File: src/rtl/osc_pkg.sv
package osc_pkg;

    typedef enum logic [1:0] {
        ST_OFF    = 2'd0,
        ST_START  = 2'd1,
        ST_STABLE = 2'd2
    } osc_state_t;

    localparam logic [2:0] ADDR_CTRL   = 3'd0;
    localparam logic [2:0] ADDR_STATUS = 3'd1;
    localparam logic [2:0] ADDR_IE_SET = 3'd2;
    localparam logic [2:0] ADDR_IE_CLR = 3'd3;
    localparam logic [2:0] ADDR_IE_RD  = 3'd4;

    localparam int EN_BIT  = 0;
    localparam int CNT_LSB = 8;

endpackage

File: src/rtl/osc_regs.sv
module osc_regs #(
    parameter int DATA_W = 32,
    parameter int ADDR_W = 3,
    parameter int CNT_W  = 8
) (
    input  logic              clk,
    input  logic              rst_n,
    input  logic              wr_en,
    input  logic [ADDR_W-1:0] wr_addr,
    input  logic [DATA_W-1:0] wr_data,
    output logic              en_q,
    output logic              start_q,
    output logic [CNT_W-1:0]  count_q
);
    import osc_pkg::*;

    logic ctrl_wr;
    logic en_d;

    always_comb begin
        ctrl_wr = wr_en && (wr_addr == ADDR_W'(ADDR_CTRL));
        en_d    = wr_data[EN_BIT];
    end

    always_ff @(posedge clk or negedge rst_n) begin
        if (!rst_n) begin
            en_q    <= 1'b0;
            start_q <= 1'b0;
            count_q <= '0;
        end else begin
            start_q <= ctrl_wr && en_d && !en_q;
            if (ctrl_wr) begin
                en_q    <= en_d;
                count_q <= wr_data[CNT_LSB +: CNT_W];
            end
        end
    end

endmodule

File: src/rtl/osc_timer.sv
module osc_timer #(
    parameter int CNT_W     = 8,
    parameter int UNIT_LOG2 = 3
) (
    input  logic             clk,
    input  logic             rst_n,
    input  logic             en_q,
    input  logic             start_q,
    input  logic [CNT_W-1:0] count_q,
    input  logic             slow_tick,
    output logic             stable,
    output osc_pkg::osc_state_t state_o
);
    import osc_pkg::*;

    localparam int TMR_W = CNT_W + UNIT_LOG2;

    osc_state_t state_q, state_d;
    logic [TMR_W-1:0] ticks_q, ticks_d;
    logic [TMR_W-1:0] target_q, target_d;
    logic [TMR_W-1:0] ticks_inc;
    logic [TMR_W-1:0] target_new;

    always_comb begin
        ticks_inc = ticks_q + TMR_W'(1);
        if (count_q == '0) begin
            target_new = TMR_W'(1);
        end else begin
            target_new = {count_q, {UNIT_LOG2{1'b0}}};
        end
    end

    // Next-state logic: T_ENABLE, T_SETTLED, T_ABORT, T_DISABLE
    always_comb begin
        state_d  = state_q;
        ticks_d  = ticks_q;
        target_d = target_q;
        unique case (state_q)
            ST_OFF: begin
                ticks_d = '0;
                if (start_q) begin
                    state_d  = ST_START;
                    target_d = target_new;
                end
            end
            ST_START: begin
                if (!en_q) begin
                    state_d = ST_OFF;
                    ticks_d = '0;
                end else if (slow_tick) begin
                    if (ticks_inc == target_q) begin
                        state_d = ST_STABLE;
                    end
                    ticks_d = ticks_inc;
                end
            end
            ST_STABLE: begin
                if (!en_q) begin
                    state_d = ST_OFF;
                    ticks_d = '0;
                end
            end
            default: begin
                state_d = ST_OFF;
                ticks_d = '0;
            end
        endcase
    end

    always_ff @(posedge clk or negedge rst_n) begin
        if (!rst_n) begin
            state_q  <= ST_OFF;
            ticks_q  <= '0;
            target_q <= TMR_W'(1);
        end else begin
            state_q  <= state_d;
            ticks_q  <= ticks_d;
            target_q <= target_d;
        end
    end

    always_comb begin
        stable  = (state_q == ST_STABLE) && en_q;
        state_o = state_q;
    end

endmodule

File: src/rtl/osc_irq.sv
module osc_irq #(
    parameter int DATA_W = 32,
    parameter int ADDR_W = 3,
    parameter int SRC_N  = 1
) (
    input  logic              clk,
    input  logic              rst_n,
    input  logic              wr_en,
    input  logic [ADDR_W-1:0] wr_addr,
    input  logic [DATA_W-1:0] wr_data,
    input  logic [SRC_N-1:0]  src,
    output logic [SRC_N-1:0]  mask_q,
    output logic              irq
);
    import osc_pkg::*;

    logic set_wr;
    logic clr_wr;

    always_comb begin
        set_wr = wr_en && (wr_addr == ADDR_W'(ADDR_IE_SET));
        clr_wr = wr_en && (wr_addr == ADDR_W'(ADDR_IE_CLR));
    end

    for (genvar i = 0; i < SRC_N; i++) begin : g_mask
        always_ff @(posedge clk or negedge rst_n) begin
            if (!rst_n) begin
                mask_q[i] <= 1'b0;
            end else if (set_wr && wr_data[i]) begin
                mask_q[i] <= 1'b1;
            end else if (clr_wr && wr_data[i]) begin
                mask_q[i] <= 1'b0;
            end
        end
    end

    always_comb begin
        irq = |(src & mask_q);
    end

endmodule

File: src/rtl/osc_startup_ctrl.sv
module osc_startup_ctrl #(
    parameter int DATA_W    = 32,
    parameter int ADDR_W    = 3,
    parameter int CNT_W     = 8,
    parameter int UNIT_LOG2 = 3
) (
    input  logic              clk,
    input  logic              rst_n,
    input  logic              wr_en,
    input  logic [ADDR_W-1:0] wr_addr,
    input  logic [DATA_W-1:0] wr_data,
    output logic [DATA_W-1:0] rd_data,
    input  logic              slow_tick,
    output logic              osc_en,
    output logic              osc_stable,
    output logic              irq
);
    import osc_pkg::*;

    localparam int SRC_N = 1;

    logic             en_q;
    logic             start_q;
    logic [CNT_W-1:0] count_q;
    logic             stable;
    logic [SRC_N-1:0] mask_q;
    osc_state_t       state;

    osc_regs #(
        .DATA_W (DATA_W),
        .ADDR_W (ADDR_W),
        .CNT_W  (CNT_W)
    ) i_regs (
        .clk     (clk),
        .rst_n   (rst_n),
        .wr_en   (wr_en),
        .wr_addr (wr_addr),
        .wr_data (wr_data),
        .en_q    (en_q),
        .start_q (start_q),
        .count_q (count_q)
    );

    osc_timer #(
        .CNT_W     (CNT_W),
        .UNIT_LOG2 (UNIT_LOG2)
    ) i_timer (
        .clk       (clk),
        .rst_n     (rst_n),
        .en_q      (en_q),
        .start_q   (start_q),
        .count_q   (count_q),
        .slow_tick (slow_tick),
        .stable    (stable),
        .state_o   (state)
    );

    osc_irq #(
        .DATA_W (DATA_W),
        .ADDR_W (ADDR_W),
        .SRC_N  (SRC_N)
    ) i_irq (
        .clk     (clk),
        .rst_n   (rst_n),
        .wr_en   (wr_en),
        .wr_addr (wr_addr),
        .wr_data (wr_data),
        .src     (stable),
        .mask_q  (mask_q),
        .irq     (irq)
    );

    always_comb begin
        rd_data = '0;
        unique case (wr_addr)
            ADDR_W'(ADDR_CTRL): begin
                rd_data[EN_BIT]             = en_q;
                rd_data[CNT_LSB +: CNT_W]   = count_q;
            end
            ADDR_W'(ADDR_STATUS): rd_data[0]         = stable;
            ADDR_W'(ADDR_IE_RD):  rd_data[SRC_N-1:0] = mask_q;
            default:              rd_data            = '0;
        endcase
    end

    always_comb begin
        osc_en     = en_q;
        osc_stable = stable;
    end

    logic unused_state;
    assign unused_state = ^state;

endmodule

File: config.mk
export PLATFORM = sky130hd
export DESIGN_NAME = osc_startup_ctrl
export DESIGN_NICKNAME = d
export VERILOG_FILES = /design/src/rtl/osc_pkg.sv /design/src/rtl/osc_regs.sv /design/src/rtl/osc_timer.sv /design/src/rtl/osc_irq.sv /design/src/rtl/osc_startup_ctrl.sv
export SDC_FILE = /design/constraint.sdc
export NUM_CORES = 1
export LEC_CHECK = 0
export ABC_AREA = 0
export ABC_CLOCK_PERIOD_IN_PS = 2300
export CAP_MARGIN = 15
export CORE_MARGIN = 2
export CORE_UTILIZATION = 45
export DETAILED_ROUTE_END_ITERATION = 8
export PLACE_DENSITY = 0.79
export SYNTH_ARGS = -nofsm -noshare
export SYNTH_HDL_FRONTEND = slang
export SYNTH_SLANG_ARGS = --single-unit
File: constraint.sdc
create_clock -name clk -period 2.3 [get_ports clk]
set_input_delay 0.23 -clock clk [delete_from_list [all_inputs] [get_ports clk]]
set_output_delay 0.23 -clock clk [all_outputs]
set_load 0.02 [all_outputs]
=== Word-level counts from Yosys, hierarchy flattened ===
Index checks and enable logic that the tools add are counted.

* $mul: 0
* Add/subtract/negate cells: 1
* Reduce and logical (&&, ||, !) cells: 16
* Shifts and indexed selects: 0
* Bitwise gates (word level): 1
* Muxes and demuxes: 15
* Divide/modulo/power cells: 0
* $lt $le $gt $ge: 0
* Equality and inequality tests: 11

{| class="wikitable"
|+ Operators with widths
! operator !! count
|-
| 11-bit 2-to-1 mux || 4
|-
| 11-bit one-hot mux with 2 select lines || 1
|-
| 11-bit by 1-bit adder with 11-bit output (second input constant) || 1
|-
| 11-bit equality test || 1
|-
| 2-bit 2-to-1 mux || 5
|-
| 1-bit logical AND || 8
|-
| 8-bit zero test || 1
|-
| 8-bit 2-to-1 mux || 1
|-
| 3-bit by 2-bit equality test with 1-bit output (second input constant) || 2
|-
| 2-bit one-hot mux with 3 select lines || 1
|-
| 2-bit != test (second input constant) || 2
|-
| 2-bit AND reduction || 2
|-
| 4-bit AND reduction || 1
|-
| 3-bit by 1-bit equality test with 1-bit output (second input constant) || 1
|-
| 3-bit equality test (second input constant) || 1
|-
| 3-bit zero test || 1
|-
| 3-bit by 2-bit != test with 1-bit output (second input constant) || 1
|-
| 3-bit != test (second input constant) || 1
|-
| 1-bit one-hot mux with 3 select lines || 1
|-
| 2-bit by 1-bit equality test with 1-bit output (second input constant) || 1
|-
| 2-bit equality test (second input constant) || 1
|-
| 2-bit zero test || 1
|-
| 1-bit 2-to-1 mux || 2
|-
| 2-bit nonzero test || 1
|-
| 2 further kinds || 2
|}

* ROM bits: 0
* Output and inout bits: 35
* Input bits: 39
* RAM bits: 0
* Register bits: 35
* Memories kept: 0
* Bits in latches: 0

=== Logic depth before layout (Yosys ltp) ===
* Word-level depth: 6
* Gate-level depth with buffers: 7
* Gate-level depth less buffers: 7

=== Cells and area by module ===
Synthesis repeated with hierarchy kept, for this count alone.

* Cells, all modules: 199
* Area, all modules: 2047.0 µm²

{| class="wikitable"
|+ Modules (own cells, without submodules)
! module !! times used !! sequential area each (µm²) !! area each (µm²) !! cells an instance
|-
| osc_timer || 1 || 551.8 || 1337.5 || 136
|-
| osc_regs || 1 || 250.2 || 385.4 || 21
|-
| osc_startup_ctrl || 1 || 0.0 || 270.3 || 37
|-
| osc_irq || 1 || 25.0 || 53.8 || 5
|}

=== Worst setup path after synthesis ===
No wires, ideal clock.

* Kind: reg-to-reg
* From: reg i_timer.ticks_q[0]
* To: reg i_timer.state_q[1], in the netlist i_timer.state_o[1]
* Setup time: 0.067 ns
* Arrival time: 1.585 ns
* Required time: 2.233 ns
* Clock period less this slack: 1.652 ns
* Setup slack: 0.648 ns
* Buffers on the path: 1
* Stages on the path, launching flop included: 8
* Cell sequence: dfrtp_1 -> ha_1 -> buf_4 -> or2_2 -> a31oi_1 -> nand4_1 -> nor2_1 -> a41o_1

* Longest elaborated chain between the ends: 4

{| class="wikitable"
|+ Ends and longest elaborated chain
! what !! RTL line !! RTL
|-
| start, declared || osc_timer.sv:19 || <nowiki>logic [TMR_W-1:0] ticks_q, ticks_d;</nowiki>
|-
| start signal, assigned || osc_timer.sv:77 || <nowiki>ticks_q <= ticks_d;</nowiki>
|-
| 11-bit by 1-bit adder with 11-bit output || osc_timer.sv:25 || <nowiki>ticks_inc = ticks_q + TMR_W'(1);</nowiki>
|-
| 11-bit equality test || osc_timer.sv:51 || <nowiki>if (ticks_inc == target_q) begin</nowiki>
|-
| 3-bit by 2-bit != test with 1-bit output (no source line) || -- ||
|-
| 4-bit AND reduction (no source line) || -- ||
|-
| end signal, assigned || osc_timer.sv:76 || <nowiki>state_q <= state_d;</nowiki>
|-
| end, declared || osc_timer.sv:18 || <nowiki>osc_state_t state_q, state_d;</nowiki>
|}

Every way passes these cells.
A chain may end at the register's enable or synchronous reset.

=== Worst setup path after layout ===
* From: reg i_timer.state_q[1], in the netlist i_timer.state_o[1]
* To: out rd_data[0]

* Longest elaborated chain between the ends: 3

{| class="wikitable"
|+ Ends and longest elaborated chain
! what !! RTL line !! RTL
|-
| 2-bit equality test || osc_timer.sv:83 || <nowiki>stable = (state_q == ST_STABLE) && en_q;</nowiki>
|-
| 1-bit logical AND || osc_timer.sv:83 ||
|-
| 1-bit one-hot mux with 3 select lines || osc_startup_ctrl.sv:75 || <nowiki>unique case (wr_addr)</nowiki>
|-
| end, declared || osc_startup_ctrl.sv:12 || <nowiki>output logic [DATA_W-1:0] rd_data,</nowiki>
|}

Every way passes these cells.

==> metrics list <==
- The run finished with clean final reports.
- Die area: 5060 sq um
* Commonest cells after routing, fill and taps aside: 32 x sky130_fd_sc_hd__dfrtp_1, 27 x sky130_fd_sc_hd__clkdlybuf4s50_1, 23 x sky130_fd_sc_hd__conb_1
* Total length of routed met3 wires: just over 200 um
* Setup crit end: rd_data[0]
* Worst path max stage delay: 0.61 ns
- Path type of the worst setup path: register to output pin
- The share of the Yosys chip area taken by registers is 0.408.
- The number of cells on the worst reg-to-reg path is 6.
- Of the total power, the share spent switching nets is 0.288.
- Area growth from synthesis to layout: 16.1%
* Cells after synthesis: 201
* Worst supply voltage drop on vdd: approximately 0.43 mV
- Number of nets in the finished design: about 270
- Max-cap violations in this run came to 0.
* Total Routing Usage GR: 0.162
- Synth Register Bits: 33
- The number of global-route vias before repair is 1433.
- Area share of the leading cell type in the synthesized netlist: 0.395
- Placeable Area: around 4400 sq um
- Final Hold Fails: 0
- The floorplan has 24 rows.
* Category of the worst setup path launch point: register
* Mean area per synthesized cell: between 10 and 15 sq um
- Data arrival, critical path: between 1.5 and 2 ns
- The number of max-slew violations in the final report was 0.
- The path class of the tightest hold or removal check is primary input to asynchronous set/reset pin.
* Seq pwr share: 0.483
- The filler cells instantiated in the layout total 379.
* Antenna violation net count after detailed routing: 0
* Static power due to leakage: between 1 and 1.5 nW
- For this run, the number of Yosys warnings is 0.
- Layout Skew: ~0.0036 ns
* Met2 wirelength from detailed routing: 1840 um
* Total of cells resized after clock tree synthesis: 0
- In this run the worst path has a maximum fanout of 3.
- Routed wirelength normalized by instance count: between 10 and 15 um
* Slack of the worst reg-to-reg path: 0.35 ns
* Post-DP HPWL: approximately 2700 um
* Detailed-route wire length on metal 1: ~1600 um
- RSZ-0062 raised after global routing: no
- On the critical path, the stage with the largest delay is an instance of sky130_fd_sc_hd__clkdlybuf4s50_1.
- Leaving out fill and tap cells, the most frequent cell in the layout is sky130_fd_sc_hd__dfrtp_1.
- STA puts the critical path data required time at roughly 2.1 ns.
- Initial Utilization: 0.466
- Hold-fix buffers at CTS: 0
- In the routed design, unresolved DRC markers number 0.
* Global-route wire length before repair: ~6500 um
- At the end of the flow the core is filled with cells to 0.541.
- # diodes: 0
* TritonCTS clock tree: done
- Minimum period implied by the final worst setup slack: around 2.1 ns
* Cell internal pwr: about 1.1 mW
- The total overflow left after global routing is 0.
* Count of routing violations after the opening detailed-route iteration: 34
* Largest cells by area after synthesis: sky130_fd_sc_hd__dfrtp_1 39%, sky130_fd_sc_hd__mux2_2 9.4%, sky130_fd_sc_hd__buf_4 9.3%, sky130_fd_sc_hd__xnor2_1 4.3%, sky130_fd_sc_hd__and2_1 3.7%
- Wires add up to about 3700 um.
* 1st-pass router iterations: 4
* Leading area contributor after synthesis: sky130_fd_sc_hd__dfrtp_1
- Crit path capture type: output pin
- I/O Pins: 74
- Clock Latency Late Sink: 0.28 ns
* R2r startpoint: i_timer.ticks_q[2]$_DFFE_PN0P_
* Worst reg2reg path endpoint: i_timer.state_o[0]$_DFFE_PN0P_
* Vias after detailed routing: ~1500
* Top routing layer in use: met4
* Number of buffers between clock root and the deepest sink: 2
* Crit. Startpoint: i_timer.state_o[1]$_DFFE_PN0P_
* Die H: 71.1 um
- Aggregate negative setup slack: 0 ns
- Walking the worst path, the cells encountered are nor2b_1 > and2_1 > a21oi_1 > nor2_1 > clkdlybuf4s50_1.
- Summed over all nets, the switching power comes to 452 uW.
- Routability cong.: ~0.85
- Via-per-instance ratio: ~5.1
* Pin count of the biggest net entering global routing: 34
- Based on the critical path, the design can be clocked at up to 0.473 GHz.
- Port buffering added 27 buffers.
- In this run the number of H-tree levels came out at 2.
- Synthesis instantiated 47 different standard cells from the library.
* Clock-pin slew on the worst setup and hold paths: ~0.070 ns
- Initial antenna violation count: 0
- Post-CTS Setup Inserts: 0
* Clock network fraction of total power: 0.303
- Share of the clock period used by the worst path: 0.919
- Clock Root Buffer: sky130_fd_sc_hd__clkbuf_8
- Of the cells placed in the final design, the portion with a size suffix greater than 1 is 0.178.
- TritonCTS created 5 clock buffers.
- Cell area after synthesis: 2030 sq um
- Clock sinks: 33
- For this design the ratio of total power to cell area is approximately 670 nW/um^2.
- Horizontal die dimension: 71.1 um
- The share of total power dissipated in combinational logic is 0.214.
- Total setup violations reported at the end of the flow: 0
==> metal layers <==
layer,vias up,track usage
met1,671,0.202
met5,-,0
met3,6,0.0356
met4,0,0.0587
met2,60,0.277
li1,714,-
==> state kept, by name, summed over array words and instances (netlist names) <==
register,flops
i_timer.ticks_q,11
i_timer.target_q,9
i_regs.count_q,8
i_timer.state_o,2
i_irq.mask_q,1
i_regs.en_q,1
i_regs.start_q,1
==> critical path: cells and delay by family (launching register included) <==
| kind | cells | cell delay, ns |
|---|---|---|
| buffers and inverters | 1 | 0.61 |
| DFF | 1 | 0.37 |
| AOI/OAI and AO/OA | 1 | 0.08 |
| and+or+nand+nor | 3 | 0.53 |
==> metrics by stage <==
step                      instances  cell area (sq um)  hold slack [ns]  power, mW  setup WS, ns
final                           282               2350            0.349       1.57         0.186
after global placement          274               2250            0.484       1.09         0.308
after CTS                       282               2350            0.362       1.59         0.186
after floorplan                 223               2110          -0.0656       1.02         0.648
after detailed placement        274               2250            0.485       1.11         0.296
after global routing            282               2350            0.391       1.66        0.0299
==> cell type report <==
cell class | instances | area [sq um] | share of cell area
inverters | 2 | 7.51 | 0.00319
well taps | 52 | 65.1 | 0.0276
repair buffers | 32 | 308 | 0.131
multi-input cells | 155 | 1050 | 0.444
clock buffers | 7 | 96.3 | 0.0409
flip-flops and latches | 33 | 827 | 0.351
clock inverters | 1 | 5.00 | 0.00213
==> power by group through the flow <==
stage          Combinational, mW  Sequential [mW]  Clock, mW
2_1_floorplan              0.282            0.740          0
3_3_place_gp               0.328            0.764          0
3_5_place_dp               0.337            0.770          0
4_1_cts                    0.339            0.759      0.492
5_1_grt                    0.373            0.772      0.517
6_report                   0.336            0.758      0.477
==> how the worst min path moves through the flow <==
stage	end	slack, ns	depth (start not counted)
2_1_floorplan	i_irq.mask_q$_DFFE_PN0P_	-0.07	0
3_3_place_gp	i_timer.target_q[0]$_DFFE_PN1P_	0.48	2
3_5_place_dp	i_timer.target_q[0]$_DFFE_PN1P_	0.49	2
4_1_cts	i_timer.ticks_q[1]$_DFFE_PN0P_	0.36	2
5_1_grt	i_regs.start_q$_DFF_PN0_	0.39	2
6_report	i_irq.mask_q$_DFFE_PN0P_	0.35	2
==> cells in the mapped netlist, drive strengths merged <==
cell / number
xnor2: 10
nor2: 8
a21o: 3
a21oi: 8
ha: 1
o31ai: 5
nand3b: 1
nand2: 11
clkbuf: 4
dfstp: 1
buf: 29
inv: 2
nand3: 6
conb: 1
o41ai: 1
a31oi: 2
o21ai: 12
a22o: 1
xor2: 4
mux2: 17
and3: 3
nor2b: 3
and4: 1
o21a: 1
nor3b: 2
nor3: 3
or2: 1
nand4: 6
nor4: 3
o211ai: 1
or3: 1
and2: 13
and4b: 1
dfrtp: 32
a41o: 1
nor4b: 1
mux2i: 1
==> logic make-up after synthesis <==
kind of cell | after synthesis | share of synthesized area
simple gates | 64 | 0.189
flops | 33 | 0.408
mux | 18 | 0.0993
xor+xnor | 14 | 0.0697
compound gates | 35 | 0.109
other cells | 1 | 0.00185
buf+inv | 35 | 0.117
fa+ha+maj | 1 | 0.00617
Power figures use the tool's default switching activity.
